$ cat src/rtl/exc_retire_pkg.sv
package exc_retire_pkg;
  typedef enum logic [1:0] {
    CLS_FAULT = 2'd0,
    CLS_TRAP  = 2'd1,
    CLS_ABORT = 2'd2,
    CLS_RSVD  = 2'd3
  } exc_cls_e;

  typedef enum logic [1:0] {
    ST_IDLE  = 2'd0,
    ST_DRAIN = 2'd1,
    ST_GO    = 2'd2,
    ST_HND   = 2'd3
  } seq_st_e;
endpackage

$ cat src/rtl/exc_classify.sv
module exc_classify
  import exc_retire_pkg::*;
#(
  parameter int PC_W = 32
) (
  input  logic            fire,
  input  logic            exc,
  input  logic [1:0]      cls,
  input  logic [PC_W-1:0] pc,
  input  logic [PC_W-1:0] npc,
  output logic            take,
  output logic            commit,
  output logic            restartable,
  output logic [PC_W-1:0] restart_pc
);
  exc_cls_e kind;

  always_comb begin
    kind        = exc_cls_e'(cls);
    take        = fire & exc;
    restartable = 1'b0;
    restart_pc  = pc;
    unique case (kind)
      CLS_FAULT: begin
        restartable = 1'b1;
        restart_pc  = pc;
      end
      CLS_TRAP: begin
        restartable = 1'b1;
        restart_pc  = npc;
      end
      default: begin
        restartable = 1'b0;
        restart_pc  = pc;
      end
    endcase
    commit = fire & (~exc | (kind == CLS_TRAP));
  end
endmodule

$ cat src/rtl/exc_seq_fsm.sv
module exc_seq_fsm
  import exc_retire_pkg::*;
(
  input  logic clk,
  input  logic rst_n,
  input  logic take,
  input  logic sb_empty,
  input  logic hret,
  input  logic saved_ok,
  output logic ready,
  output logic hnd_go,
  output logic active,
  output logic resume_fire
);
  seq_st_e st_q, st_d;

  always_comb begin
    ready       = (st_q == ST_IDLE) || (st_q == ST_HND);
    hnd_go      = (st_q == ST_GO);
    active      = (st_q != ST_IDLE);
    resume_fire = hret & (st_q == ST_HND) & ~take & saved_ok;
    st_d        = st_q;
    unique case (st_q)
      ST_IDLE:  st_d = ST_IDLE;
      ST_DRAIN: if (sb_empty) st_d = ST_GO;
      ST_GO:    st_d = ST_HND;
      ST_HND:   if (resume_fire) st_d = ST_IDLE;
      default:  st_d = ST_IDLE;
    endcase
    if (take) st_d = ST_DRAIN;
  end

  always_ff @(posedge clk or negedge rst_n) begin
    if (!rst_n) st_q <= ST_IDLE;
    else        st_q <= st_d;
  end
endmodule

$ cat src/rtl/exc_ctx_reg.sv
module exc_ctx_reg #(
  parameter int PC_W  = 32,
  parameter int VEC_W = 8
) (
  input  logic             clk,
  input  logic             rst_n,
  input  logic             take,
  input  logic             restartable,
  input  logic [PC_W-1:0]  restart_pc,
  input  logic [VEC_W-1:0] vec_in,
  input  logic             resume_fire,
  output logic [PC_W-1:0]  epc,
  output logic             epc_valid,
  output logic [VEC_W-1:0] vec,
  output logic             fatal,
  output logic             resume_valid,
  output logic [PC_W-1:0]  resume_pc
);
  always_ff @(posedge clk or negedge rst_n) begin
    if (!rst_n) begin
      epc       <= '0;
      epc_valid <= 1'b0;
      vec       <= '0;
      fatal     <= 1'b0;
    end else if (take) begin
      vec       <= vec_in;
      epc_valid <= restartable;
      if (restartable) epc <= restart_pc;
      else             fatal <= 1'b1;
    end
  end

  always_ff @(posedge clk or negedge rst_n) begin
    if (!rst_n) begin
      resume_valid <= 1'b0;
      resume_pc    <= '0;
    end else begin
      resume_valid <= resume_fire;
      if (resume_fire) resume_pc <= epc;
    end
  end
endmodule

$ cat src/rtl/exc_retire_unit.sv
module exc_retire_unit #(
  parameter int PC_W  = 32,
  parameter int VEC_W = 8
) (
  input  logic             clk,
  input  logic             rst_n,
  input  logic             ret_valid,
  output logic             ret_ready,
  input  logic [PC_W-1:0]  ret_pc,
  input  logic [PC_W-1:0]  ret_npc,
  input  logic             ret_exc,
  input  logic [1:0]       ret_cls,
  input  logic [VEC_W-1:0] ret_vec,
  output logic             ret_commit,
  output logic             flush,
  input  logic             sb_empty,
  output logic             hnd_valid,
  output logic [VEC_W-1:0] hnd_vec,
  output logic [PC_W-1:0]  epc,
  output logic             epc_valid,
  output logic             fatal,
  output logic             exc_active,
  input  logic             hret,
  output logic             resume_valid,
  output logic [PC_W-1:0]  resume_pc
);
  logic            fire, take, restartable, resume_fire;
  logic [PC_W-1:0] restart_pc;

  assign fire  = ret_valid & ret_ready;
  assign flush = take;

  exc_classify #(.PC_W(PC_W)) u_cls (
    .fire(fire), .exc(ret_exc), .cls(ret_cls), .pc(ret_pc), .npc(ret_npc),
    .take(take), .commit(ret_commit), .restartable(restartable),
    .restart_pc(restart_pc)
  );

  exc_seq_fsm u_seq (
    .clk(clk), .rst_n(rst_n), .take(take), .sb_empty(sb_empty), .hret(hret),
    .saved_ok(epc_valid), .ready(ret_ready), .hnd_go(hnd_valid),
    .active(exc_active), .resume_fire(resume_fire)
  );

  exc_ctx_reg #(.PC_W(PC_W), .VEC_W(VEC_W)) u_ctx (
    .clk(clk), .rst_n(rst_n), .take(take), .restartable(restartable),
    .restart_pc(restart_pc), .vec_in(ret_vec), .resume_fire(resume_fire),
    .epc(epc), .epc_valid(epc_valid), .vec(hnd_vec), .fatal(fatal),
    .resume_valid(resume_valid), .resume_pc(resume_pc)
  );
endmodule

$ cat config.mk
export PLATFORM = sky130hd
export DESIGN_NAME = exc_retire_unit
export DESIGN_NICKNAME = d
export VERILOG_FILES = /design/src/rtl/exc_retire_pkg.sv /design/src/rtl/exc_classify.sv /design/src/rtl/exc_seq_fsm.sv /design/src/rtl/exc_ctx_reg.sv /design/src/rtl/exc_retire_unit.sv
export SDC_FILE = /design/constraint.sdc
export NUM_CORES = 1
export LEC_CHECK = 0
export BUFFER_PORTS_ARGS = -buffer_cell sky130_fd_sc_hd__buf_4
export CAP_MARGIN = 20
export CORE_MARGIN = 8
export CORE_UTILIZATION = 50
export DETAILED_ROUTE_END_ITERATION = 10
export HOLD_SLACK_MARGIN = 0.06
export PLACE_DENSITY = 0.85
export SKIP_CTS_REPAIR_TIMING = 1
export SYNTH_ARGS = -nofsm -noshare
export SYNTH_HDL_FRONTEND = slang
export SYNTH_SLANG_ARGS = --single-unit
$ cat constraint.sdc
create_clock -name clk -period 3.49 [get_ports clk]
set_input_delay 0.1745 -clock clk [delete_from_list [all_inputs] [get_ports clk]]
set_output_delay 0.1745 -clock clk [all_outputs]
set_load 0.02 [all_outputs]
; ---- After elaboration in Yosys (flattened, before gate mapping)
; Index checks and enable logic that the tools add are counted.
[totals]
latchBits = 0
register_bits = 77
mem_bits_rw = 0
mem_count = 0
romBits = 0
elab_cells = 37
[classes]
n_mul = 0
shift = 0
div = 0
n_mux = 6
n_addsub = 0
order_cmp = 0
n_eq_ne = 6
bitwise = 10
n_reduce_logical = 8
[op_table]
columns = cell, count
row1 = $mux 32, 1
row2 = $pmux 2 s4, 1
row3 = $and 1x1->1, 6
row4 = $mux 2, 3
row5 = $reduce_and 2->1, 3
row6 = $eq 2x1->1 const B, 2
row7 = $eq 2x2->1 const B, 2
row8 = $logic_not 2->1, 2
row9 = $ne 3x1->1 const B, 1
row10 = $ne 3x2->1 const B, 1
row11 = $not 1->1, 3
row12 = $reduce_bool 2->1, 1
row13 = $reduce_or 2->1, 1
row14 = $logic_or 1x1->1, 1
row15 = $mux 1, 1
row16 = $or 1x1->1, 1

; ---- Logic depth before layout (Yosys ltp)
; Gate-level depths: netlist of the first run.
[depth]
word_depth = 10
mapped_depth = 7

; ---- Hierarchy
; From an unflattened synthesis of the first run, not the netlist that was laid out.
[hier_totals]
hier_cells = 223
area_unflattened_um2 = 3658.5
[by_module_without_submodules]
columns = mod, area_per_inst_um2, instances, seq_area_each_um2, cells_each
row1 = exc_ctx_reg, 2900.3, 1, 1876.8, 160
row2 = exc_classify, 541.8, 1, 0.0, 41
row3 = exc_seq_fsm, 210.2, 1, 50.0, 21
row4 = exc_retire_unit, 6.3, 1, 0.0, 1

; ---- Worst setup path after synthesis of the first run
; OpenSTA, ideal clock, no wires.
[synth_timing]
kind = register -> register
startpoint = register u_seq.st_q[0]
endpoint = register u_ctx.resume_pc[10]
setup_time_ns = 0.125
t_arrival_ns = 1.526
path_stages_with_launch = 8
setup_slack_ns = 1.839
cell_sequence = dfrtp_1 -> inv_1 -> ha_1 -> nand3b_4 -> inv_4 -> nor2_8 -> buf_12 -> mux2_4
[synth_via]
elab_chain_len = 7
[synth_lines]
columns = item, line
row1 = "start, declared", exc_seq_fsm.sv:15  ; seq_st_e st_q, st_d;
row2 = "start signal, assigned", exc_seq_fsm.sv:35  ; else st_q <= st_d;
row3 = $eq 2x2->1 or $logic_not 2->1 (tied branches), "exc_seq_fsm.sv:18, exc_seq_fsm.sv:21"
row4 = $logic_or 1x1->1, exc_seq_fsm.sv:18  ; ready = (st_q == ST_IDLE) || (st_q == ST_HND);
row5 = $and 1x1->1, exc_retire_unit.sv:30  ; assign fire = ret_valid & ret_ready;
row6 = $and 1x1->1, exc_classify.sv:20  ; take = fire & exc;
row7 = $not 1->1, exc_seq_fsm.sv:21  ; resume_fire = hret & (st_q == ST_HND) & ~take & saved_ok;
row8 = $and 1x1->1 * (2 in series), exc_seq_fsm.sv:21
row9 = "end signal, assigned", exc_ctx_reg.sv:39  ; if (resume_fire) resume_pc <= epc;
row10 = "end, declared", exc_ctx_reg.sv:17  ; output logic [PC_W-1:0] resume_pc
; Mark *: on every way between the ends. The rest lies on a longest branch, timed or not.
; A chain may end at the register's enable or synchronous reset.

; ---- Worst setup path after layout of the first run
[layout_timing]
startpoint = register u_seq.st_q[0]
endpoint = register u_ctx.resume_pc[31]
; The elaborated chain is that of the path after synthesis.

==> results.py, run 1 <==
metrics = {
    "logic_synthesis": {
        "synth_seq_cells": 77,
        "synth-edff-count": 0,
        "ys_dominant_reg_cell": "sky130_fd_sc_hd__dfrtp_1",
        "syn_avg_cell_area_um2": 12.8,
        "syn-instance-count": 271,
        "ys.warnings.count": 0,
        "synth_top_area_cell": "sky130_fd_sc_hd__dfrtp_1",
        "synth_top_cells_by_area": "sky130_fd_sc_hd__dfrtp_1, sky130_fd_sc_hd__mux2_4, sky130_fd_sc_hd__mux2i_1",
        "post_synth_cell_types": 28,
        "mappedNetlistArea_um2": 3470,
        "ys_async_sr_fraction_pct": 100,
        "synth_top_area_share_pct": 55.5,
        "synth.yosys.seq_area_share_pct": 55.5,
        "syn-num-nets": 355,
    },
    "sta": {
        "setup_ws_ns": 1.19,
        "min_period_over_period_pct": 66.0,
        "setup-violations-final": 0,
        "max_slew_margin_pct": 37.2,
        "timing.setup.tns_ns": 0,
        "max_clock_freq_mhz": 434,
        "hold_slack_ns": 0.0613,
        "final_max_slew_viol_count": 0,
        "tightestPinTransition_ns": 0.942,
        "post_layout_minimum_cycle_time_ns": 2.30,
        "finalHoldViolCount": 0,
        "unrepaired_setup_endpoints_after_global_routing": "false",
        "timing.clock.skew_ns": 0.00541,
    },
    "floorplan": {
        "top_level_ports": 160,
        "core_area_um2": 6760,
        "floorplan.die.width_um": 99.3,
        "start_util_pct": 51.4,
        "core.rowCount": 30,
        "floorplan.die_area_um2": 9860,
        "die_height_um": 99.3,
    },
    "power": {
        "powerDensity_nw_per_um2": 943,
        "leakagePower_nw": 2.42,
        "report.power.total_mw": 4.63,
        "power.ir.vdd_worst_v": 0.000676,
    },
    "worst_hold_path": {
        "hold_class": "input port to flop",
        "worstHoldStart": "ret_cls[1]",
    },
    "place": {
        "place.detailed.hpwl_um": 6700,
        "port-buffer-count": 159,
        "finalWeightedCongestion": 0.771,
        "placement.cell_area_um2": 4620,
        "place.detailed.instances": 496,
        "detailedPlace.worstSlack_ns": 1.18,
    },
    "route": {
        "firstDrtPassIters": 4,
        "antenna_left": 0,
        "met1Wirelength_um": 3630,
        "num_vias": 2640,
        "route.met3.wl_um": 647,
        "totalWireLength_um": 8980,
        "drt-wirelength-per-cell_um": 17.3,
        "route.top_layer_used": "met4",
        "vias_per_cell": 5.09,
        "detail_route.drc_violations": 0,
        "drtIter0Drc": 65,
        "wl_met2_um": 4570,
    },
    "setup_path": {
        "regToRegStartpoint": "u_seq.st_q[0]$_DFFE_PN0P_",
        "worst_ep_required_time_ns": 3.71,
        "cp-startpoint": "u_seq.st_q[0]$_DFFE_PN0P_",
        "regToRegSetupSlack_ns": 1.19,
        "longest_individual_stage_delay_on_the_worst_path_ns": 0.63,
        "cp_slowest_cell": "sky130_fd_sc_hd__nor2_8",
        "count_of_cells_along_the_worst_register_to_register_path": 6,
        "worst_setup_path_end_kind": "flop",
        "timing.critical_path.to": "u_ctx.resume_pc[31]$_DFFE_PN0P_",
        "cp_cell_sequence": "inv_1 > ha_1 > nand3b_4 > inv_4 > nor2_8 > mux2_2",
        "r2r-end": "u_ctx.resume_pc[31]$_DFFE_PN0P_",
        "worst_path_arrival_ns": 2.52,
        "critPathKind": "flop to flop",
        "crit_path_start_kind": "flop",
        "critical_path_peak_fanout": 33,
    },
    "layout": {
        "post_route_cells_drive_above_1_share_pct": 48.7,
        "fillerInstances": 487,
        "layout_nets": 520,
        "synthToLayoutAreaGrowth_pct": 41.5,
        "final_area_um2": 4910,
        "num_antenna_cells": 0,
        "post-route-util_pct": 72.7,
        "final_cell_count_without_fillers": 519,
    },
    "clock_network": {
        "clockRootBuffer": "sky130_fd_sc_hd__clkbuf_8",
        "latest_clock_arrival_within_the_worst_skew_pair_ns": 0.33,
        "cts-root-to-sink-buffers": 2,
        "cts-htree-levels": 3,
        "cts_made_buffers": 9,
        "worst_setup_hold_path_clk_slew_ns": 0.07,
        "tritoncts_clock_tree": "done",
        "clock-sinks": 77,
    },
    "job": {
        "timing.max_cap.violations": 0,
    },
    "global_route": {
        "grt_first_pass_wirelength_um": 14200,
        "grt_use_total_pct": 17.7,
        "maximum_number_of_pins_on_one_net_before_global_route_repair": 78,
        "grt-ovfl-total": 0,
        "first_global_vias": 2858,
        "antenna_found_initial": 0,
    },
    "outcome": {
        "result_of_the_run": "complete, no violations",
    },
}
kinds of logic (layout without fill, tap and decap cells):
group / Yosys count / in the layout / share of synthesized area, %
adder cells (fa/ha/maj): 4 / 4 / 1.44
flip-flops: 77 / 77 / 55.5
multiplexers: 64 / 64 / 22.7
buffers and inverters: 21 / 189 / 5.44
AO/OA/AOI/OAI: 38 / 38 / 5.77
AND/OR/NAND/NOR: 67 / 67 / 9.08
synth_stat cells (2+ instances only):
library cell / count
sky130_fd_sc_hd__a21oi_1: 33
sky130_fd_sc_hd__buf_12: 3
sky130_fd_sc_hd__buf_2: 5
sky130_fd_sc_hd__buf_4: 2
sky130_fd_sc_hd__buf_6: 6
sky130_fd_sc_hd__dfrtp_1: 77
sky130_fd_sc_hd__ha_1: 4
sky130_fd_sc_hd__inv_1: 4
sky130_fd_sc_hd__mux2_2: 3
sky130_fd_sc_hd__mux2_4: 29
sky130_fd_sc_hd__mux2i_1: 32
sky130_fd_sc_hd__nand2_1: 24
sky130_fd_sc_hd__nor2_1: 33
sky130_fd_sc_hd__nor2b_1: 2
area by class of cell:
| class | count | area (um^2) | share of cell area (%) |
|---|---|---|---|
| Tap cell | 80 | 100 | 2.04 |
| Inverter | 5 | 21.3 | 0.433 |
| Clock inverter | 5 | 77.6 | 1.58 |
| Timing Repair Buffer | 170 | 1300 | 26.4 |
| Sequential cell | 77 | 1930 | 39.2 |
| Multi-Input combinational cell | 173 | 1360 | 27.7 |
| Clock buffer | 9 | 124 | 2.52 |
power breakdown:
group / total (mW) / internal (mW) / switching (mW)
Combinational: 2.29 / 1.11 / 1.18
Sequential: 1.65 / 1.34 / 0.313
Clock: 0.696 / 0.392 / 0.304
critical path: cells and delay by family (launching register included):
| kind | cells | cell delay (ns) |
|---|---|---|
| AND/OR/NAND/NOR | 2 | 0.85 |
| flip-flops | 1 | 0.41 |
| multiplexers | 1 | 0.41 |
| adder cells (fa/ha/maj) | 1 | 0.32 |
| buffers and inverters | 2 | 0.19 |
state kept, by name, indices dropped and copies added (netlist names):
| register | cells |
|---|---|
| u_ctx.epc_valid | 1 |
| u_ctx.epc | 32 |
| u_ctx.resume_pc | 32 |
| u_ctx.fatal | 1 |
| u_seq.st_q | 2 |
| u_ctx.resume_valid | 1 |
| u_ctx.vec | 8 |
placed cells by master (no fill, tap or decap), drive strengths merged:
master / netlist / layout
a21boi: 1 / 1
a21o: 1 / 1
a21oi: 33 / 33
and3: 1 / 1
and4bb: 1 / 1
buf: 16 / 161
bufinv: 0 / 2
clkbuf: 0 / 9
clkinv: 0 / 2
clkinvlp: 0 / 1
dfrtp: 77 / 77
dlygate4sd3: 0 / 9
ha: 4 / 4
inv: 5 / 5
mux2: 32 / 32
mux2i: 32 / 32
nand2: 24 / 24
nand2b: 1 / 1
nand3: 2 / 2
nand3b: 1 / 1
nor2: 34 / 34
nor2b: 2 / 2
o211ai: 1 / 1
o21ai: 1 / 1
o31ai: 1 / 1
or3b: 1 / 1
worst min-delay path by stage:
stage | to | slack [ns] | cells after the start
3_5_place_dp | u_ctx.vec[4]$_DFFE_PN0P_ | 0.37 | 3
3_3_place_gp | u_ctx.resume_pc[21]$_DFFE_PN0P_ | 0.37 | 1
2_1_floorplan | u_ctx.epc[0]$_DFFE_PN0P_ | -0.12 | 0
5_1_grt | u_ctx.epc_valid$_DFFE_PN0P_ | 0.06 | 2
6_report | u_ctx.epc_valid$_DFFE_PN0P_ | 0.06 | 2
4_1_cts | u_ctx.epc[21]$_DFFE_PN0P_ | 0.01 | 1
routing by layer:
layer / global-route usage [%] / up-vias
met5: 0 / -
met4: 6.40 / 0
met3: 5.80 / 12
met2: 29.8 / 103
met1: 20.6 / 1275
li1: - / 1250
Power figures use the tool's default switching activity.
==> run 2: changes to the inputs <==
CORE_UTILIZATION = 42   (was 50)
PLACE_DENSITY = 0.76   (was 0.85)
clock period = 1.9 ns   (was 3.49 ns; I/O delays follow)
==> run 2 against run 1 <==
Count of clock-buffer cells in the layout is 2 higher. Die area is 16% higher. Final area grew 4.7%. Critical path type is now input port to flop. Largest cell class unchanged. Largest power group unchanged.
==> results.py, run 2 (same netlist as run 1, synthesis figures left out) <==
metrics = {
    "layout": {
        "multi_input_combinational_cell_area_um2": 1360,
        "post_route_cells_drive_above_1_share_pct": 49.0,
        "layout.cells.most_common": "sky130_fd_sc_hd__buf_4",
        "num_antenna_cells": 0,
        "synthToLayoutAreaGrowth_pct": 48.1,
        "layout.cells.most_common_list": "sky130_fd_sc_hd__buf_4, sky130_fd_sc_hd__dfrtp_1, sky130_fd_sc_hd__nor2_1, sky130_fd_sc_hd__a21oi_1, sky130_fd_sc_hd__mux2i_1",
        "largest_registers": "u_ctx.epc x32, u_ctx.resume_pc x32, u_ctx.vec x8",
        "layout_nets": 534,
        "final-seq-area_um2": 1930,
        "fillerInstances": 650,
        "final_area_um2": 5140,
    },
    "route": {
        "num_vias": 2625,
        "drt-wirelength-per-cell_um": 15.8,
        "drtIter0Drc": 47,
        "vias_per_cell": 4.69,
        "totalWireLength_um": 8860,
        "firstDrtPassIters": 6,
        "antenna_left": 0,
        "detail_route.drc_violations": 0,
    },
    "power": {
        "power.ir.vdd_worst_v": 0.000858,
        "power_frac_seq_pct": 35.2,
        "report.power.total_mw": 8.59,
        "powerDensity_nw_per_um2": 1670,
        "power.share.switching_pct": 38.9,
        "clock_power_share_pct": 14.8,
        "p_int_mw": 5.25,
        "leakagePower_nw": 2.51,
        "switching_power_mw": 3.34,
        "share_comb_of_total_power_pct": 50.0,
    },
    "floorplan": {
        "floorplan.die_area_um2": 11400,
        "start_util_pct": 42.7,
        "floorplan.die.width_um": 107,
        "core_area_um2": 8130,
        "core.rowCount": 33,
        "die_height_um": 107,
        "top_level_ports": 160,
    },
    "setup_path": {
        "longest_individual_stage_delay_on_the_worst_path_ns": 0.56,
        "worst_ep_required_time_ns": 2.11,
        "worst_setup_path_end_kind": "flop",
        "family_of_cells_with_the_greatest_summed_delay_on_the_critical_path": "buffers and inverters",
        "critPathKind": "input port to flop",
        "critical_path_peak_fanout": 33,
        "worst_path_arrival_ns": 2.01,
        "cp.buffers_inverters": 4,
        "cp_slowest_cell": "sky130_fd_sc_hd__dlygate4sd3_1",
        "crit_path_start_kind": "input port",
        "cp_common_cell": "sky130_fd_sc_hd__dlygate4sd3_1",
        "cp_cell_sequence": "dlygate4sd3_1 > buf_4 > nor2b_4 > buf_12 > mux2i_1 > dlygate4sd3_1 > a21oi_1",
    },
    "worst_hold_path": {
        "hold_class": "input port to flop",
    },
    "sta": {
        "unrepaired_setup_endpoints_after_global_routing": "false",
        "finalHoldViolCount": 0,
        "setup_ws_ns": 0.0976,
        "max_slew_margin_pct": 68.8,
        "timing.clock.skew_ns": 0.0101,
        "setup-violations-final": 0,
        "tightestPinTransition_ns": 0.467,
        "final_max_slew_viol_count": 0,
        "post_layout_minimum_cycle_time_ns": 1.80,
        "hold_slack_ns": 0.0535,
        "timing.setup.tns_ns": 0,
        "max_clock_freq_mhz": 555,
        "min_period_over_period_pct": 94.9,
    },
    "clock_network": {
        "clockRootBuffer": "sky130_fd_sc_hd__clkbuf_8",
        "cts-htree-levels": 3,
        "worst_setup_hold_path_clk_slew_ns": 0.08,
        "clock-sinks": 77,
        "tritoncts_clock_tree": "done",
        "cts-root-to-sink-buffers": 2,
        "cts_made_buffers": 9,
        "latest_clock_arrival_within_the_worst_skew_pair_ns": 0.33,
    },
    "global_route": {
        "grt-ovfl-total": 0,
        "first_global_vias": 2750,
        "grt_use_total_pct": 14.9,
        "grt_first_pass_wirelength_um": 13700,
        "maximum_number_of_pins_on_one_net_before_global_route_repair": 65,
        "antenna_found_initial": 0,
    },
    "place": {
        "finalWeightedCongestion": 0.736,
        "place.detailed.hpwl_um": 6650,
        "detailedPlace.worstSlack_ns": 0.146,
        "port-buffer-count": 159,
        "placement.cell_area_um2": 4750,
    },
    "job": {
        "timing.max_cap.violations": 0,
    },
    "outcome": {
        "result_of_the_run": "complete, no violations",
    },
}
run 2: per-stage QoR:
step	instances	util [%]
after floorplan	271	-
after CTS	542	61.0
after global routing	560	63.2
after global placement	526	58.4
final	560	63.2
after detailed placement	526	58.4
run 2: final cells by class:
type / instances / area share (%)
Timing Repair Buffer: 184 / 28.9
Inverter: 5 / 0.414
Clock buffer: 11 / 2.95
Tap cell: 105 / 2.56
Sequential cell: 77 / 37.5
Clock inverter: 5 / 1.14
Multi-Input combinational cell: 173 / 26.5
run 2: worst paths after layout:
| path | start | to | slack, ns | depth (start not counted) |
|---|---|---|---|---|
| min in group asynchronous | rst_n | u_ctx.epc[17]$_DFFE_PN0P_ | 0.25 | 2 |
| hold reg to reg | u_ctx.fatal$_DFFE_PN0P_ | u_ctx.fatal$_DFFE_PN0P_ | 0.47 | 1 |
| max in group asynchronous | rst_n | u_ctx.vec[2]$_DFFE_PN0P_ | 1.06 | 3 |
| setup / recovery | ret_cls[1] | u_ctx.epc[9]$_DFFE_PN0P_ | 0.1 | 7 |
| setup reg to reg | u_seq.st_q[1]$_DFFE_PN0P_ | u_ctx.resume_pc[17]$_DFFE_PN0P_ | 0.16 | 7 |
| hold / removal | ret_pc[29] | u_ctx.epc[29]$_DFFE_PN0P_ | 0.05 | 3 |
run 2: tightest hold or removal path: cells and delay by family:
family	cells	cell delay, ns
muxes	1	0.05
buffers and inverters	1	0.07
AOI/OAI and AO/OA	1	0.13
run 2: power groups by stage:
stage / clock network [mW] / logic [mW] / registers (mW)
finish: 1.27 / 4.30 / 3.02
global route: 1.38 / 4.60 / 3.14
CTS: 1.31 / 4.31 / 3.03
detailed placement: 0 / 4.30 / 3.06
global placement: 0 / 4.21 / 3.02
floorplan: 0 / 1.49 / 3.93
run 2: layer usage:
metal	wire length (um)	track usage, %
met2	4330	24.0
met5	0	0
met1	3710	17.9
met3	704	5.64
met4	117	4.82
==> run 3: changes to the inputs <==
PLACE_DENSITY = 0.79   (was 0.76)
==> run 3 against run 2 <==
Wire length grew 6.8%. Sequential cell count is the same. Clock skew shrank 0.0012 ns. Die area is the same. Sequential share of layout area shrank 0.26 points. Critical path type is now flop to flop.
==> results.py, run 3 (same netlist as run 1, synthesis figures left out) <==
metrics = {
    "outcome": {
        "result_of_the_run": "complete, no violations",
    },
    "sta": {
        "min_period_over_period_pct": 94.6,
        "finalHoldViolCount": 0,
        "post_layout_minimum_cycle_time_ns": 1.80,
        "tightestPinTransition_ns": 0.464,
        "timing.clock.skew_ns": 0.00887,
        "max_clock_freq_mhz": 556,
        "unrepaired_setup_endpoints_after_global_routing": "false",
        "timing.setup.tns_ns": 0,
        "max_slew_margin_pct": 69.1,
        "setup-violations-final": 0,
        "final_max_slew_viol_count": 0,
    },
    "layout": {
        "synthToLayoutAreaGrowth_pct": 49.1,
        "layout_nets": 539,
        "num_antenna_cells": 0,
        "layout.cells.most_common": "sky130_fd_sc_hd__buf_4",
        "largest_registers": "u_ctx.epc x32, u_ctx.resume_pc x32, u_ctx.vec x8",
        "post-route-util_pct": 63.6,
        "post_route_cells_drive_above_1_share_pct": 48.6,
        "final_cell_count_without_fillers": 564,
        "layout.cells.most_common_list": "sky130_fd_sc_hd__buf_4, sky130_fd_sc_hd__dfrtp_1, sky130_fd_sc_hd__nor2_1, sky130_fd_sc_hd__a21oi_1, sky130_fd_sc_hd__mux2i_1",
    },
    "worst_hold_path": {
        "hold_class": "input port to flop",
        "worstHoldStart": "ret_pc[24]",
        "timing.hold.worst_path_depth": 3,
        "hold_end": "u_ctx.epc[24]$_DFFE_PN0P_",
    },
    "power": {
        "powerDensity_nw_per_um2": 1660,
        "power.ir.vdd_worst_v": 0.000887,
        "p_int_mw": 5.24,
        "leakagePower_nw": 2.53,
        "power_frac_seq_pct": 35.5,
        "share_comb_of_total_power_pct": 50.2,
        "switching_power_mw": 3.34,
        "power.share.switching_pct": 38.9,
        "clock_power_share_pct": 14.3,
    },
    "global_route": {
        "maximum_number_of_pins_on_one_net_before_global_route_repair": 36,
        "grt_first_pass_wirelength_um": 14500,
        "first_global_vias": 2880,
        "antenna_found_initial": 0,
        "grt-ovfl-total": 0,
        "grt_use_total_pct": 15.9,
    },
    "place": {
        "place.detailed.hpwl_um": 7120,
        "finalWeightedCongestion": 0.718,
        "place.detailed.instances": 529,
        "port-buffer-count": 159,
    },
    "route": {
        "detail_route.drc_violations": 0,
        "vias_per_cell": 4.76,
        "totalWireLength_um": 9460,
        "firstDrtPassIters": 4,
        "drtIter0Drc": 60,
        "antenna_left": 0,
        "num_vias": 2682,
        "drt-wirelength-per-cell_um": 16.8,
    },
    "setup_path": {
        "r2r-end": "u_ctx.resume_pc[1]$_DFFE_PN0P_",
        "critical_path_peak_fanout": 8,
        "worst_setup_path_end_kind": "flop",
        "regToRegStartpoint": "u_seq.st_q[1]$_DFFE_PN0P_",
        "count_of_cells_along_the_worst_register_to_register_path": 7,
        "cp_slowest_cell": "sky130_fd_sc_hd__dfrtp_1",
        "worst_ep_required_time_ns": 2.12,
        "cp_cell_sequence": "inv_1 > ha_1 > nand3b_4 > inv_4 > nor2_8 > buf_4 > mux2_2",
        "regToRegSetupSlack_ns": 0.10,
        "crit_path_start_kind": "flop",
        "cp.buffers_inverters": 3,
        "longest_individual_stage_delay_on_the_worst_path_ns": 0.41,
        "family_of_cells_with_the_greatest_summed_delay_on_the_critical_path": "flip-flops",
        "worst_path_arrival_ns": 2.02,
        "critPathKind": "flop to flop",
    },
    "clock_network": {
        "cts-root-to-sink-buffers": 2,
        "worst_setup_hold_path_clk_slew_ns": 0.08,
        "cts_made_buffers": 9,
        "latest_clock_arrival_within_the_worst_skew_pair_ns": 0.33,
        "tritoncts_clock_tree": "done",
        "clock-sinks": 77,
        "clockRootBuffer": "sky130_fd_sc_hd__clkbuf_8",
        "cts-htree-levels": 3,
    },
    "floorplan": {
        "floorplan.die.width_um": 107,
        "top_level_ports": 160,
        "core.rowCount": 33,
        "core_area_um2": 8130,
        "start_util_pct": 42.7,
        "floorplan.die_area_um2": 11400,
        "die_height_um": 107,
    },
    "job": {
        "timing.max_cap.violations": 0,
    },
}
-- run 3: cell types whose count changed in the layout (fill, tap and decap cells not counted), sizes merged --
cell,change
dlygate4sd3,+4
buf,+1
clkinvlp,-1
-- run 3: layer usage --
metal	up-vias	global-route usage (%)	routed length, um
met5	-	0	0
met4	0	5.23	121
met3	11	5.46	698
met2	96	26.8	4840
met1	1289	18.4	3800
li1	1286	-	-
-- run 3: worst max-delay path by stage --
stage / start / to / slack, ns / depth (start not counted)
2_1_floorplan: u_seq.st_q[0]$_DFFE_PN0P_ / u_ctx.resume_pc[10]$_DFFE_PN0P_ / 0.25 / 7
3_3_place_gp: u_seq.st_q[0]$_DFFE_PN0P_ / u_ctx.resume_pc[0]$_DFFE_PN0P_ / 0.17 / 7
3_5_place_dp: u_seq.st_q[1]$_DFFE_PN0P_ / u_ctx.resume_pc[1]$_DFFE_PN0P_ / 0.11 / 7
4_1_cts: u_seq.st_q[0]$_DFFE_PN0P_ / flush / 0.04 / 6
5_1_grt: u_seq.st_q[0]$_DFFE_PN0P_ / flush / 0.03 / 6
6_report: u_seq.st_q[1]$_DFFE_PN0P_ / u_ctx.resume_pc[1]$_DFFE_PN0P_ / 0.10 / 7
-- run 3: power by group through the flow --
| stage | clock [mW] | sequential (mW) | combinational, mW |
|---|---|---|---|
| after detailed placement | 0 | 3.07 | 4.33 |
| final | 1.23 | 3.04 | 4.30 |
| after global placement | 0 | 3.03 | 4.21 |
| after global routing | 1.33 | 3.16 | 4.59 |
| after floorplan | 0 | 3.93 | 1.49 |
| after CTS | 1.26 | 3.05 | 4.33 |
-- run 3: cell type report --
type / count / area (um^2)
Timing Repair Buffer: 189 / 1540
Clock inverter: 4 / 47.5
Clock buffer: 11 / 151
Multi-Input combinational cell: 173 / 1360
Sequential cell: 77 / 1930
Fill cell: 646 / 2960
Inverter: 5 / 21.3
Tap cell: 105 / 131
-- run 3: through the flow --
step	total power, mW	area, um^2	hold slack (ns)	setup WS (ns)
3_5_place_dp	7.40	4770	0.0786	0.110
4_1_cts	8.64	4970	-0.294	0.0448
6_report	8.58	5180	0.0553	0.103
5_1_grt	9.09	5180	0.0652	0.0263
3_3_place_gp	7.25	4770	0.0730	0.168
2_1_floorplan	5.42	3470	-0.201	0.249
-- run 3: worst register-to-register path, cell delays in order, from the launching register on --
cell and delay (ns):
sky130_fd_sc_hd__dfrtp_1 0.41, sky130_fd_sc_hd__inv_1 0.09, sky130_fd_sc_hd__ha_1 0.31, sky130_fd_sc_hd__nand3b_4 0.15, sky130_fd_sc_hd__inv_4 0.05, sky130_fd_sc_hd__nor2_8 0.14
sky130_fd_sc_hd__buf_4 0.20, sky130_fd_sc_hd__mux2_2 0.34
